==> src/rtl/seq_regs_pkg.sv <==
package seq_regs_pkg;

  localparam logic [7:0] IX_RESET   = 8'h00;
  localparam logic [7:0] IX_CLKMODE = 8'h01;
  localparam logic [7:0] IX_PLNMASK = 8'h02;
  localparam logic [7:0] IX_CHARSEL = 8'h03;
  localparam logic [7:0] IX_MEMMODE = 8'h04;
  localparam logic [7:0] IX_LOCK    = 8'h08;
  localparam logic [7:0] IX_PLL_LO0 = 8'h10;
  localparam logic [7:0] IX_PLLCMD  = 8'h15;

  localparam int PLL_COUNT = 2;

  typedef struct packed {
    logic [6:0] m;
    logic [2:0] r;
    logic [4:0] n;
  } pll_word_t;

  localparam int PLL_W = $bits(pll_word_t);

endpackage

==> src/rtl/seq_access_ctl.sv <==
module seq_access_ctl #(
  parameter int              ADDR_W    = 16,
  parameter logic [15:0]     IDX_PORT  = 16'h03C4,
  parameter logic [15:0]     DATA_PORT = 16'h03C5,
  parameter logic [7:0]      EXT_BASE  = 8'h08
) (
  input  logic              clk,
  input  logic              rst_n,
  input  logic [ADDR_W-1:0] io_addr,
  input  logic              io_wr,
  input  logic [7:0]        io_wdata,
  input  logic              lock_open,
  output logic [7:0]        idx_q,
  output logic              data_wr,
  output logic              gated
);

  logic       idx_wr;
  logic [7:0] idx_d;

  always_comb begin
    idx_wr  = io_wr && (io_addr == ADDR_W'(IDX_PORT));
    gated   = (idx_q > EXT_BASE) && !lock_open;
    data_wr = io_wr && (io_addr == ADDR_W'(DATA_PORT)) && !gated;
    idx_d   = idx_q;
    if (idx_wr) idx_d = io_wdata;
  end

  always_ff @(posedge clk or negedge rst_n) begin
    if (!rst_n) idx_q <= '0;
    else        idx_q <= idx_d;
  end

  assert_index_capture_R1: assert property (@(posedge clk) disable iff (!rst_n)
    idx_wr |=> (idx_q == $past(io_wdata)));

endmodule

==> src/rtl/seq_std_regs.sv <==
module seq_std_regs
  import seq_regs_pkg::*;
#(
  parameter int NUM_PLANES = 4,
  parameter int LANE_W     = 8,
  parameter int FONT_AW    = 16,
  localparam int MASK_W    = NUM_PLANES * LANE_W
) (
  input  logic               clk,
  input  logic               rst_n,
  input  logic               data_wr,
  input  logic [7:0]         idx,
  input  logic [7:0]         wdata,
  output logic               hit,
  output logic [7:0]         rd_val,
  output logic               clk_change,
  output logic [7:0]         clkmode_q,
  output logic [MASK_W-1:0]  plane_mask,
  output logic [MASK_W-1:0]  plane_mask_n,
  output logic [FONT_AW-1:0] font_a,
  output logic [FONT_AW-1:0] font_b,
  output logic               chain4
);

  localparam int FONT_PAD = FONT_AW - 3;

  logic [7:0]            rst_q, rst_d;
  logic [7:0]            clkmode_d;
  logic [NUM_PLANES-1:0] pmask_q, pmask_d;
  logic [7:0]            csel_q, csel_d;
  logic [7:0]            mmode_q, mmode_d;
  logic                  we_rst, we_clk, we_pm, we_cs, we_mm;
  logic [2:0]            sel_a, sel_b;

  function automatic logic [FONT_AW-1:0] map_base(input logic [2:0] sel);
    return {sel[1:0], sel[2], {FONT_PAD{1'b0}}};
  endfunction

  always_comb begin
    we_rst = data_wr && (idx == IX_RESET);
    we_clk = data_wr && (idx == IX_CLKMODE);
    we_pm  = data_wr && (idx == IX_PLNMASK);
    we_cs  = data_wr && (idx == IX_CHARSEL);
    we_mm  = data_wr && (idx == IX_MEMMODE);
    hit    = (idx <= IX_MEMMODE);

    rst_d     = we_rst ? wdata : rst_q;
    clkmode_d = we_clk ? wdata : clkmode_q;
    pmask_d   = we_pm  ? wdata[NUM_PLANES-1:0] : pmask_q;
    csel_d    = we_cs  ? wdata : csel_q;
    mmode_d   = we_mm  ? wdata : mmode_q;

    clk_change = we_clk && (wdata != clkmode_q);
  end

  always_ff @(posedge clk or negedge rst_n) begin
    if (!rst_n) begin
      rst_q     <= '0;
      clkmode_q <= '0;
      pmask_q   <= '0;
      csel_q    <= '0;
      mmode_q   <= '0;
    end else begin
      rst_q     <= rst_d;
      clkmode_q <= clkmode_d;
      pmask_q   <= pmask_d;
      csel_q    <= csel_d;
      mmode_q   <= mmode_d;
    end
  end

  always_comb begin
    case (idx)
      IX_RESET:   rd_val = rst_q;
      IX_CLKMODE: rd_val = clkmode_q;
      IX_PLNMASK: rd_val = 8'(pmask_q);
      IX_CHARSEL: rd_val = csel_q;
      IX_MEMMODE: rd_val = mmode_q;
      default:    rd_val = 8'h00;
    endcase
  end

  for (genvar p = 0; p < NUM_PLANES; p++) begin : g_lane
    assign plane_mask[p*LANE_W +: LANE_W] = {LANE_W{pmask_q[p]}};
  end
  assign plane_mask_n = ~plane_mask;

  assign sel_a  = {csel_q[4], csel_q[1:0]};
  assign sel_b  = {csel_q[5], csel_q[3:2]};
  assign font_a = map_base(sel_a);
  assign font_b = map_base(sel_b);
  assign chain4 = mmode_q[3];

  assert_mask_capture_R3: assert property (@(posedge clk) disable iff (!rst_n)
    we_pm |=> (plane_mask[LANE_W-1:0] == {LANE_W{$past(wdata[0])}}));

  assert_chain_follow_R5: assert property (@(posedge clk) disable iff (!rst_n)
    we_mm |=> (chain4 == $past(wdata[3])));

endmodule

==> src/rtl/seq_ext_regs.sv <==
module seq_ext_regs
  import seq_regs_pkg::*;
#(
  parameter logic [7:0] UNLOCK_KEY = 8'h06
) (
  input  logic                       clk,
  input  logic                       rst_n,
  input  logic                       data_wr,
  input  logic [7:0]                 idx,
  input  logic [7:0]                 wdata,
  output logic                       lock_open,
  output logic                       hit,
  output logic [7:0]                 rd_val,
  output logic                       cmd_wr,
  output logic [PLL_COUNT*PLL_W-1:0] pll_flat
);

  logic [7:0] lock_q, lock_d;
  logic [7:0] cmd_q, cmd_d;

  always_comb begin
    cmd_wr = data_wr && (idx == IX_PLLCMD);
    lock_d = (data_wr && (idx == IX_LOCK)) ? wdata : lock_q;
    cmd_d  = cmd_wr ? wdata : cmd_q;
  end

  always_ff @(posedge clk or negedge rst_n) begin
    if (!rst_n) begin
      lock_q <= '0;
      cmd_q  <= '0;
    end else begin
      lock_q <= lock_d;
      cmd_q  <= cmd_d;
    end
  end

  assign lock_open = (lock_q == UNLOCK_KEY);

  for (genvar g = 0; g < PLL_COUNT; g++) begin : g_pll
    localparam logic [7:0] IX_LO = IX_PLL_LO0 + 8'(2 * g);
    localparam logic [7:0] IX_HI = IX_LO + 8'd1;
    pll_word_t word_q, word_d;

    always_comb begin
      word_d = word_q;
      if (data_wr && (idx == IX_LO)) begin
        word_d.n = wdata[4:0];
        word_d.r = wdata[7:5];
      end
      if (data_wr && (idx == IX_HI)) word_d.m = wdata[6:0];
    end

    always_ff @(posedge clk or negedge rst_n) begin
      if (!rst_n) word_q <= '0;
      else        word_q <= word_d;
    end

    assign pll_flat[g*PLL_W +: PLL_W] = word_q;
  end

  always_comb begin
    pll_word_t w;
    hit    = (idx == IX_LOCK) || (idx == IX_PLLCMD);
    rd_val = 8'h00;
    if (idx == IX_LOCK)   rd_val = lock_q;
    if (idx == IX_PLLCMD) rd_val = cmd_q;
    for (int g = 0; g < PLL_COUNT; g++) begin
      w = pll_word_t'(pll_flat[g*PLL_W +: PLL_W]);
      if (idx == IX_PLL_LO0 + 8'(2 * g)) begin
        hit    = 1'b1;
        rd_val = 8'(w.n) | (8'(w.r) << 5);
      end
      if (idx == IX_PLL_LO0 + 8'(2 * g + 1)) begin
        hit    = 1'b1;
        rd_val = {1'b0, w.m};
      end
    end
  end

  assert_lock_key_R6: assert property (@(posedge clk) disable iff (!rst_n)
    (data_wr && (idx == IX_LOCK)) |=> (lock_open == ($past(wdata) == UNLOCK_KEY)));

endmodule

==> src/rtl/vga_seq_regfile.sv <==
module vga_seq_regfile
  import seq_regs_pkg::*;
#(
  parameter int          ADDR_W     = 16,
  parameter logic [15:0] IDX_PORT   = 16'h03C4,
  parameter logic [15:0] DATA_PORT  = 16'h03C5,
  parameter int          NUM_PLANES = 4,
  parameter int          LANE_W     = 8,
  parameter int          FONT_AW    = 16,
  parameter logic [7:0]  UNLOCK_KEY = 8'h06,
  localparam int         MASK_W     = NUM_PLANES * LANE_W
) (
  input  logic               clk,
  input  logic               rst_n,
  input  logic [ADDR_W-1:0]  io_addr,
  input  logic               io_wr,
  input  logic [7:0]         io_wdata,
  output logic [7:0]         io_rdata,
  output logic [MASK_W-1:0]  plane_wr_mask,
  output logic [MASK_W-1:0]  plane_wr_mask_n,
  output logic [FONT_AW-1:0] font_a_base,
  output logic [FONT_AW-1:0] font_b_base,
  output logic               chain4_en,
  output logic [4:0]         mpll_n,
  output logic [2:0]         mpll_r,
  output logic [6:0]         mpll_m,
  output logic [4:0]         vpll_n,
  output logic [2:0]         vpll_r,
  output logic [6:0]         vpll_m,
  output logic               resize_req,
  output logic               bad_index
);

  logic [7:0]                 idx;
  logic                       data_wr, gated, lock_open;
  logic                       std_hit, ext_hit, clk_change, cmd_wr;
  logic [7:0]                 std_rd, ext_rd, clkmode;
  logic [PLL_COUNT*PLL_W-1:0] pll_flat;
  logic                       resize_d, bad_d;
  pll_word_t                  mpll, vpll;

  seq_access_ctl #(
    .ADDR_W(ADDR_W), .IDX_PORT(IDX_PORT), .DATA_PORT(DATA_PORT), .EXT_BASE(IX_LOCK)
  ) u_access (
    .clk(clk), .rst_n(rst_n), .io_addr(io_addr), .io_wr(io_wr), .io_wdata(io_wdata),
    .lock_open(lock_open), .idx_q(idx), .data_wr(data_wr), .gated(gated)
  );

  seq_std_regs #(
    .NUM_PLANES(NUM_PLANES), .LANE_W(LANE_W), .FONT_AW(FONT_AW)
  ) u_std (
    .clk(clk), .rst_n(rst_n), .data_wr(data_wr), .idx(idx), .wdata(io_wdata),
    .hit(std_hit), .rd_val(std_rd), .clk_change(clk_change), .clkmode_q(clkmode),
    .plane_mask(plane_wr_mask), .plane_mask_n(plane_wr_mask_n),
    .font_a(font_a_base), .font_b(font_b_base), .chain4(chain4_en)
  );

  seq_ext_regs #(
    .UNLOCK_KEY(UNLOCK_KEY)
  ) u_ext (
    .clk(clk), .rst_n(rst_n), .data_wr(data_wr), .idx(idx), .wdata(io_wdata),
    .lock_open(lock_open), .hit(ext_hit), .rd_val(ext_rd), .cmd_wr(cmd_wr),
    .pll_flat(pll_flat)
  );

  assign mpll   = pll_word_t'(pll_flat[0 +: PLL_W]);
  assign vpll   = pll_word_t'(pll_flat[PLL_W +: PLL_W]);
  assign mpll_n = mpll.n;
  assign mpll_r = mpll.r;
  assign mpll_m = mpll.m;
  assign vpll_n = vpll.n;
  assign vpll_r = vpll.r;
  assign vpll_m = vpll.m;

  always_comb begin
    io_rdata = 8'h00;
    if (io_addr == ADDR_W'(IDX_PORT)) begin
      io_rdata = idx;
    end else if (io_addr == ADDR_W'(DATA_PORT)) begin
      if (gated)        io_rdata = idx;
      else if (std_hit) io_rdata = std_rd;
      else if (ext_hit) io_rdata = ext_rd;
    end
  end

  always_comb begin
    resize_d = clk_change || cmd_wr;
    bad_d    = data_wr && !std_hit && !ext_hit;
  end

  always_ff @(posedge clk or negedge rst_n) begin
    if (!rst_n) begin
      resize_req <= 1'b0;
      bad_index  <= 1'b0;
    end else begin
      resize_req <= resize_d;
      bad_index  <= bad_d;
    end
  end

  assert_locked_write_ignored_R6: assert property (@(posedge clk) disable iff (!rst_n)
    (io_wr && (io_addr == ADDR_W'(DATA_PORT)) && (idx > IX_LOCK) && !lock_open)
      |=> ($stable(pll_flat) && !resize_req && !bad_index));

  assert_resize_cause_R8: assert property (@(posedge clk) disable iff (!rst_n)
    resize_req |-> $past(io_wr && (io_addr == ADDR_W'(DATA_PORT))));

  assert_same_clock_quiet_R9: assert property (@(posedge clk) disable iff (!rst_n)
    (io_wr && (io_addr == ADDR_W'(DATA_PORT)) && (idx == IX_CLKMODE) && (io_wdata == clkmode))
      |=> !resize_req);

  assert_bad_index_cause_R10: assert property (@(posedge clk) disable iff (!rst_n)
    bad_index |-> $past(io_wr && (io_addr == ADDR_W'(DATA_PORT))));

  assert_pulses_exclusive_R10: assert property (@(posedge clk) disable iff (!rst_n)
    !(resize_req && bad_index));

endmodule

==> config.mk <==
export PLATFORM = sky130hd
export DESIGN_NAME = vga_seq_regfile
export DESIGN_NICKNAME = d
export VERILOG_FILES = /design/src/rtl/seq_regs_pkg.sv /design/src/rtl/seq_access_ctl.sv /design/src/rtl/seq_std_regs.sv /design/src/rtl/seq_ext_regs.sv /design/src/rtl/vga_seq_regfile.sv
export SDC_FILE = /design/constraint.sdc
export NUM_CORES = 1
export LEC_CHECK = 0
export ABC_AREA = 1
export ABC_CLOCK_PERIOD_IN_PS = 2000
export BUFFER_PORTS_ARGS = -buffer_cell sky130_fd_sc_hd__buf_2
export CORE_ASPECT_RATIO = 2
export CORE_MARGIN = 10
export CORE_UTILIZATION = 47
export DETAILED_ROUTE_END_ITERATION = 8
export PLACE_DENSITY = 0.77
export SETUP_SLACK_MARGIN = 0.05
export SLEW_MARGIN = 10
export SYNTH_ARGS = -nofsm -noshare
export SYNTH_HDL_FRONTEND = slang
export SYNTH_SLANG_ARGS = --single-unit
==> constraint.sdc <==
create_clock -name clk -period 2 [get_ports clk]
set_clock_uncertainty 0.2 [all_clocks]
set_input_delay 0.4 -clock clk [delete_from_list [all_inputs] [get_ports clk]]
set_output_delay 0.4 -clock clk [all_outputs]
set_load 0.02 [all_outputs]
==> results of run 1 <==
-- cells by family after synthesis --
logic type,synth area share (%)
and+or+nand+nor,23.3
buffers and inverters,20.2
AOI/OAI and AO/OA,12.7
DFF,41.6
xor gates and xnor gates,0.950
muxes,1.22
other,0.0678
-- where the power goes --
| group | internal (mW) | switching, mW |
|---|---|---|
| Clock | 0.876 | 0.743 |
| Sequential | 1.86 | 0.0000989 |
| Combinational | 0.0512 | 0.155 |
| Total | 2.79 | 0.898 |
-- critical path, delay by kind of cell (launching register included) --
family	cells	cell delay, ns
buffers and inverters	6	0.65
and+or+nand+nor	7	0.53
DFF	1	0.42
AOI/OAI and AO/OA	1	0.25
-- layout make-up --
cell class | count | area [um2]
clock inverter | 5 | 36.3
inverter | 83 | 319
clock buffer | 10 | 239
multi-input combinational | 454 | 2520
fill | 956 | 4230
timing repair buffer | 256 | 1800
sequential | 92 | 2300
tap | 145 | 181
-- per-layer routing --
metal  track usage, %  vias to the layer above  routed length [um]
met4             13.0                        0                1200
li1                 -                     2529                   -
met3             5.35                      100                1730
met2             36.2                      363                9520
met1             21.0                     2510                6370
met5                0                        -                   0
-- state kept, by name, indices dropped and copies added (netlist names) --
signal           flops
u_ext.pll_flat      30
u_access.idx_q       8
u_ext.cmd_q          8
u_ext.lock_q         8
u_std.clkmode_q      8
u_std.csel_q         8
u_std.mmode_q        8
u_std.rst_q          8
u_std.pmask_q        4
bad_index            1
resize_req           1
-- worst max path at each step --
stage,start,to,slack [ns],depth (start not counted)
after global placement,u_access.idx_q[4],u_ext.pll_flat[6],-0.57,10
after detailed placement,u_access.idx_q[5],u_ext.pll_flat[4],-0.64,10
after CTS,u_access.idx_q[6],io_rdata[1],-0.75,17
after global routing,u_access.idx_q[2],io_rdata[1],-0.95,17
after floorplan,u_access.idx_q[2],io_rdata[4],-0.12,9
final,u_access.idx_q[4],io_rdata[5],-0.83,14
-- layout by cell type (no fill, tap or decap), types with 3 or more instances in the layout --
| cell | n |
|---|---|
| inv_1 | 69 |
| o21ai_1 | 35 |
| inv_2 | 10 |
| nand4_1 | 11 |
| nor2_1 | 19 |
| nand2_1 | 173 |
| nand2_2 | 22 |
| buf_12 | 10 |
| nor4_2 | 4 |
| mux2_2 | 6 |
| nand2_4 | 6 |
| xnor2_1 | 4 |
| o22ai_2 | 4 |
| nand3_2 | 3 |
| o21ai_2 | 12 |
| o21ai_0 | 46 |
| a21oi_1 | 14 |
| dfrtp_1 | 90 |
| nand3_1 | 14 |
| buf_4 | 96 |
| conb_1 | 26 |
| o22ai_1 | 10 |
| nor2_4 | 20 |
| buf_6 | 18 |
| nor2_2 | 6 |
| inv_4 | 3 |
| buf_2 | 130 |
| o211ai_1 | 4 |
| clkbuf_16 | 9 |
-- what timing repair did --
action | in CTS | in global routing
resized for setup | 58 | 47
pin swaps | 16 | 26
buffers inserted | 16 | 8
endpoints found under the hold margin | 30 | 0
setup endpoints to repair | 92 | 100
gates cloned | 1 | 3
hold buffers | 1 | 0
-- stage by stage --
step                      cell area, um2  setup TNS, ns  hold slack (ns)  utilization [%]
after floorplan                     5760         -0.780          -0.0956                -
after global placement              6560         -41.02            0.175             56.4
after detailed placement            6560         -41.55            0.178             56.4
after CTS                           7190         -44.03            0.158             61.8
after global routing                7400         -54.82            0.166             63.7
final                               7400         -48.10            0.161             63.7
==> summary.md, run 1 <==
| Metric | Value |
|---|---|
| Total number of yosys warnings | 0 |
| Hold Path End | u_std.pmask_q[3] |
| Pre-antenna DRT Iters | 6 |
| Post-Syn Area | between 5000 and 6000 um2 |
| Global-route wire length before repair | between 20 and 30 mm |
| Final Setup Violations | 92 |
| Vias/cell | roughly 5.3 |
| Leak | between 3 and 4 nW |
| CP Capture Type | output port |
| Crit-path cells | inv_2 > buf_4 > nor2_2 > nand4_1 > buf_6 > buf_4 > inv_1 > a21oi_1 > nand3_1 > nand2_2 > nand2_1 > nand2_1 > nand2_2 > buf_6 |
| DRC Markers | 0 |
| Final Max Slew Viols | 0 |
| Detailed Place HPWL | 13.6 mm |
| F_max | between 0.3 and 0.4 GHz |
| Hold_sp | io_wdata[3] |
| Final WL | between 15 and 20 mm |
| R2R Setup Slk | -0.62 ns |
| PnR worst setup slack | -0.832 ns |
| Post-synth ARST share | 100% |
| Hold Path Class | primary input to register |
| Crit path kind | register to output port |
| Top cells by count, synth | nand2_1, dfrtp_1, buf_4, inv_1, o21ai_0 |
| Via Count | about 5500 |
| CP required | ~1.4 ns |
| Antenna Nets Post-Route | 0 |
| Max Cap Viol | 0 |
| Placed cell count | ~1000 |
| Clock Tree Buf Depth | 2 |
| Worst r2r src | u_access.idx_q[5] |
| Syn_area_per_cell | between 7 and 8 um2 |
| Initial Util | 47.6% |
| Yosys cell types | 38 |
| Vias in the first global route | between 5000 and 6000 |
| Area of the die | 16800 um2 |
| CTS buffer count | 9 |
| RePlAce Congestion | 1.03 |
| Pre-CTS setup slack | -0.640 ns |
| Die Y | between 150 and 200 um |
| Crit path arrival time | between 2 and 2.5 ns |
| Flops & latches, synth | 92 |
| RSZ-0062 raised after global routing | yes |
| Cells after synthesis | roughly 720 |
| Clk sinks | between 90 and 100 |
| Core region area | roughly 12000 um2 |
| Final worst path period need | roughly 2.8 ns |
| Status | complete, but fails checks |
| Post-synth EDFFs | 0 |
| Share of cells above drive strength 1 | 41.9% |
| Crit Path Max Fanout | 4 |
| R2r worst-path depth | 17 |
| Leading post-synthesis cells by cell area | dfrtp_1, nand2_1, buf_4 |
| Max VDD drop | roughly 430 uV |
| Die width | around 97 um |
| Final Non-Filler Cells | ~1000 |
| Top FF cell, synth | dfrtp_1 |
| Slowest cell on crit path | dfrtp_1 |
| Synth top area share | a little over two fifths |
| Clock root buffer | clkbuf_16 |
| Slew @ Worst Pin | around 0.5 ns |
| Slew headroom | 65.6% |
| 1st-iter DRT viols | between 400 and 500 |
| Final period util | 142% |
| PortBufs | 137 |
| Biggest area consumer among synthesized cells | dfrtp_1 |
| Nets | between 900 and 1000 |
| Pwr/cell area | 498 nW/um2 |
| DR WL/cell | about 18 um |
| CTS H-Tree Depth | 3 |
| GR Overflow Total | 0 |
| Most numerous cell in the Yosys netlist | nand2_1 |
| Rows | 56 |
| Startpoint Class | register |
| Share of synthesized area occupied by flip-flops and latches | between 40% and 50% |
| Total GRT Usage | 20.6% |
| Pin count of the biggest net entering global routing | 33 |
| CP max stage delay | around 0.42 ns |
| # IOs | between 150 and 200 |
| Clk slew on worst S/H paths | roughly 0.070 ns |
| FF-to-FF End | u_std.csel_q[3] |
| Antenna diodes | 0 |
| P&R area growth vs syn | 33.8% |
| Failing checks | setup timing |
| WHS Path Cells | 3 |
| Initial antenna violation count | 0 |
| TritonCTS clock tree | yes |
| Final hold vios | 0 |
| Clock Latency Late Sink | 0.35 ns |
| Total power | 3.69 mW |
No activity file was read; power rests on OpenSTA's default activity.
==> inputs of run 2 (changes only) <==
==> constraint.sdc (replaced) <==
create_clock -name clk -period 2 [get_ports clk]
set_clock_uncertainty 0.2 [all_clocks]
set_input_delay 0.3 -clock clk [delete_from_list [all_inputs] [get_ports clk]]
set_output_delay 0.3 -clock clk [all_outputs]
set_load 0.02 [all_outputs]
==> run 2 against run 1 <==
Effect of this change:
- the flow still finishes with violations (setup timing)
- sequential cell count did not move
- worst setup slack lost 0.16 ns
- sequential share of layout area is 1.2 points lower
- fmax decreased by 5.4%
- critical endpoint is now io_rdata[1]
- count of clock-buffer cells in the layout unchanged
- first-iteration DRC count rose by 29%
- routed wire length up 7.2%
- largest cell class unchanged
- combinational power about the same
- design area grew 3.9%
==> summary.md, run 2 (same netlist as run 1, synthesis figures left out) <==
| Metric | Value |
|---|---|
| CP Capture Type | output port |
| Detailed Place HPWL | 13.6 mm |
| Hold Path Class | primary input to register |
| Final worst path period need | approximately 3 ns |
| RSZ-0062 raised after global routing | yes |
| Crit Path Max Fanout | 3 |
| Max FFs per register | 30 |
| CTS H-Tree Depth | 3 |
| PortBufs | 137 |
| Pre-antenna DRT Iters | 7 |
| Initial antenna violation count | 0 |
| Final period util | 150% |
| Clk slew on worst S/H paths | approximately 0.07 ns |
| Clock Latency Late Sink | approximately 0.36 ns |
| Die width | around 97 um |
| CP required | roughly 1.5 ns |
| Crit-path cells | nor2_1 > nand4_1 > buf_4 > nor2_1 > nor2_1 > nand2_1 > nand2_1 > nand2_1 > nand2_1 > nand2_1 > nand2_1 > nand2_1 > nand2_1 > nand2_2 > buf_6 |
| Total power | 3.96 mW |
| Most frequent CP cell | nand2_1 |
| Total GRT Usage | approximately 22% |
| Clock root buffer | clkbuf_16 |
| Vias/cell | between 5 and 6 |
| Core region area | between 10000 and 15000 um2 |
| # IOs | 164 |
| CP bufs+invs | 2 |
| Vias in the first global route | between 5000 and 6000 |
| Hold_ws | 0.0719 ns |
| Area of the die | roughly 17000 um2 |
| CTS buffer count | 9 |
| Nets | 920 |
| Die Y | approximately 170 um |
| Slowest cell on crit path | dfrtp_1 |
| Clk sinks | between 90 and 100 |
| Pre-CTS setup slack | -0.460 ns |
| R2R Setup Slk | -0.41 ns |
| Most frequent cells in the layout | nand2_1, buf_2, dfrtp_1, buf_4, inv_1 |
| Setup TNS Final | -29.90 ns |
| Final Max Slew Viols | 0 |
| FILL cells | around 900 |
| Share of cells above drive strength 1 | between 40% and 50% |
| Antenna Nets Post-Route | 0 |
| DRC Markers | 0 |
| 1st-iter DRT viols | 629 |
| Hold_sp | io_wdata[3] |
| Crit path kind | register to output port |
| Crit path arrival time | around 2.5 ns |
| CP delay by family, top | simple AND/OR/NAND/NOR gates |
| Final hold vios | 0 |
| PnR worst setup slack | -0.993 ns |
| GR Overflow Total | 0 |
| Initial Util | between 40% and 50% |
| FF-to-FF End | u_ext.pll_flat[5] |
| Antenna diodes | 0 |
| Final WL | between 20 and 25 mm |
| R2r worst-path depth | 11 |
| Rows | 56 |
| Setup crit end | io_rdata[1] |
| Clock Tree Buf Depth | 2 |
| Final Setup Violations | 92 |
| Pin count of the biggest net entering global routing | 37 |
| F_max | about 0.33 GHz |
| DR WL/cell | 19.4 um |
| Most common cell after layout, fill and taps aside | nand2_1 |
| Via Count | about 5700 |
| Max Cap Viol | 0 |
| Leak | approximately 4 nW |
| Worst r2r src | u_access.idx_q[6] |
| Instance count on the critical path | 15 |
| Startpoint Class | register |
| Failing checks | setup timing |
| CP Launch Point | u_access.idx_q[6] |
| P&R area growth vs syn | 39.0% |
| Max VDD drop | slightly below 600 uV |
| RePlAce Congestion | 1.05 |
| Global-route wire length before repair | 30.4 mm |
| Pwr/cell area | a little over 500 nW/um2 |
| Status | complete, but fails checks |
| TritonCTS clock tree | yes |
| CP max stage delay | ~0.41 ns |
==> run 2: cell count changes in the layout (fill, tap and decap cells not counted), sizes merged <==
cell / delta
buf: -6
bufbuf: +1
bufinv: +2
clkinv: -2
clkinvlp: +1
nand2: +1
nor2: +1
==> run 2: through the flow <==
stage	cell area (um2)	std cells	util, %
3_5_place_dp	6560	1002	56.4
4_1_cts	7530	1039	64.8
2_1_floorplan	5740	740	-
6_report	7690	1043	66.1
5_1_grt	7690	1043	66.1
3_3_place_gp	6560	1002	56.4
==> run 2: worst min-delay path: cells and delay by family <==
kind | cells | cell delay, ns
buf+inv | 2 | 0.21
compound gates | 1 | 0.08
==> run 2: routing by layer <==
metal  wire length (um)  vias to the layer above  track usage (%)  part of all wire (%)
met5                  0                        -                0                     0
met4               1700                        0             17.2                   8.4
met3               1890                      116             6.15                   9.4
met2               9790                      397             37.7                    48
met1               6810                     2652             22.7                    34
li1                   -                     2546                -                     -
==> run 2: layout make-up <==
class | instances | area, um2 | share of cell area, %
tap | 145 | 181 | 2.36
multi-input combinational | 456 | 2740 | 35.6
clock buffer | 10 | 229 | 2.98
clock inverter | 6 | 93.8 | 1.22
inverter | 83 | 337 | 4.38
timing repair buffer | 251 | 1810 | 23.5
sequential | 92 | 2300 | 30.0
==> run 2: worst min-delay path by stage <==
stage / to / cells past startpoint / slack (ns)
floorplan: bad_index / 0 / -0.20
detailed placement: u_ext.pll_flat[13] / 1 / 0.09
global route: u_std.mmode_q[2] / 3 / 0.10
CTS: u_access.idx_q[3] / 3 / 0.08
global placement: u_ext.pll_flat[7] / 1 / 0.09
finish: u_access.idx_q[3] / 3 / 0.07
==> run 2: power breakdown <==
group          switching [mW]  internal (mW)
Combinational           0.157         0.0498
Clock                   0.782           1.11
Sequential           0.000110           1.86
Total                   0.939           3.02
==> run 2: timing repair <==
action,CTS,global route
gates cloned,7,0
resized for setup,141,47
setup buffers,17,5
hold endpoints to repair,33,0
pin swaps,27,15
setup endpoints to repair,92,92
hold buffers,1,0
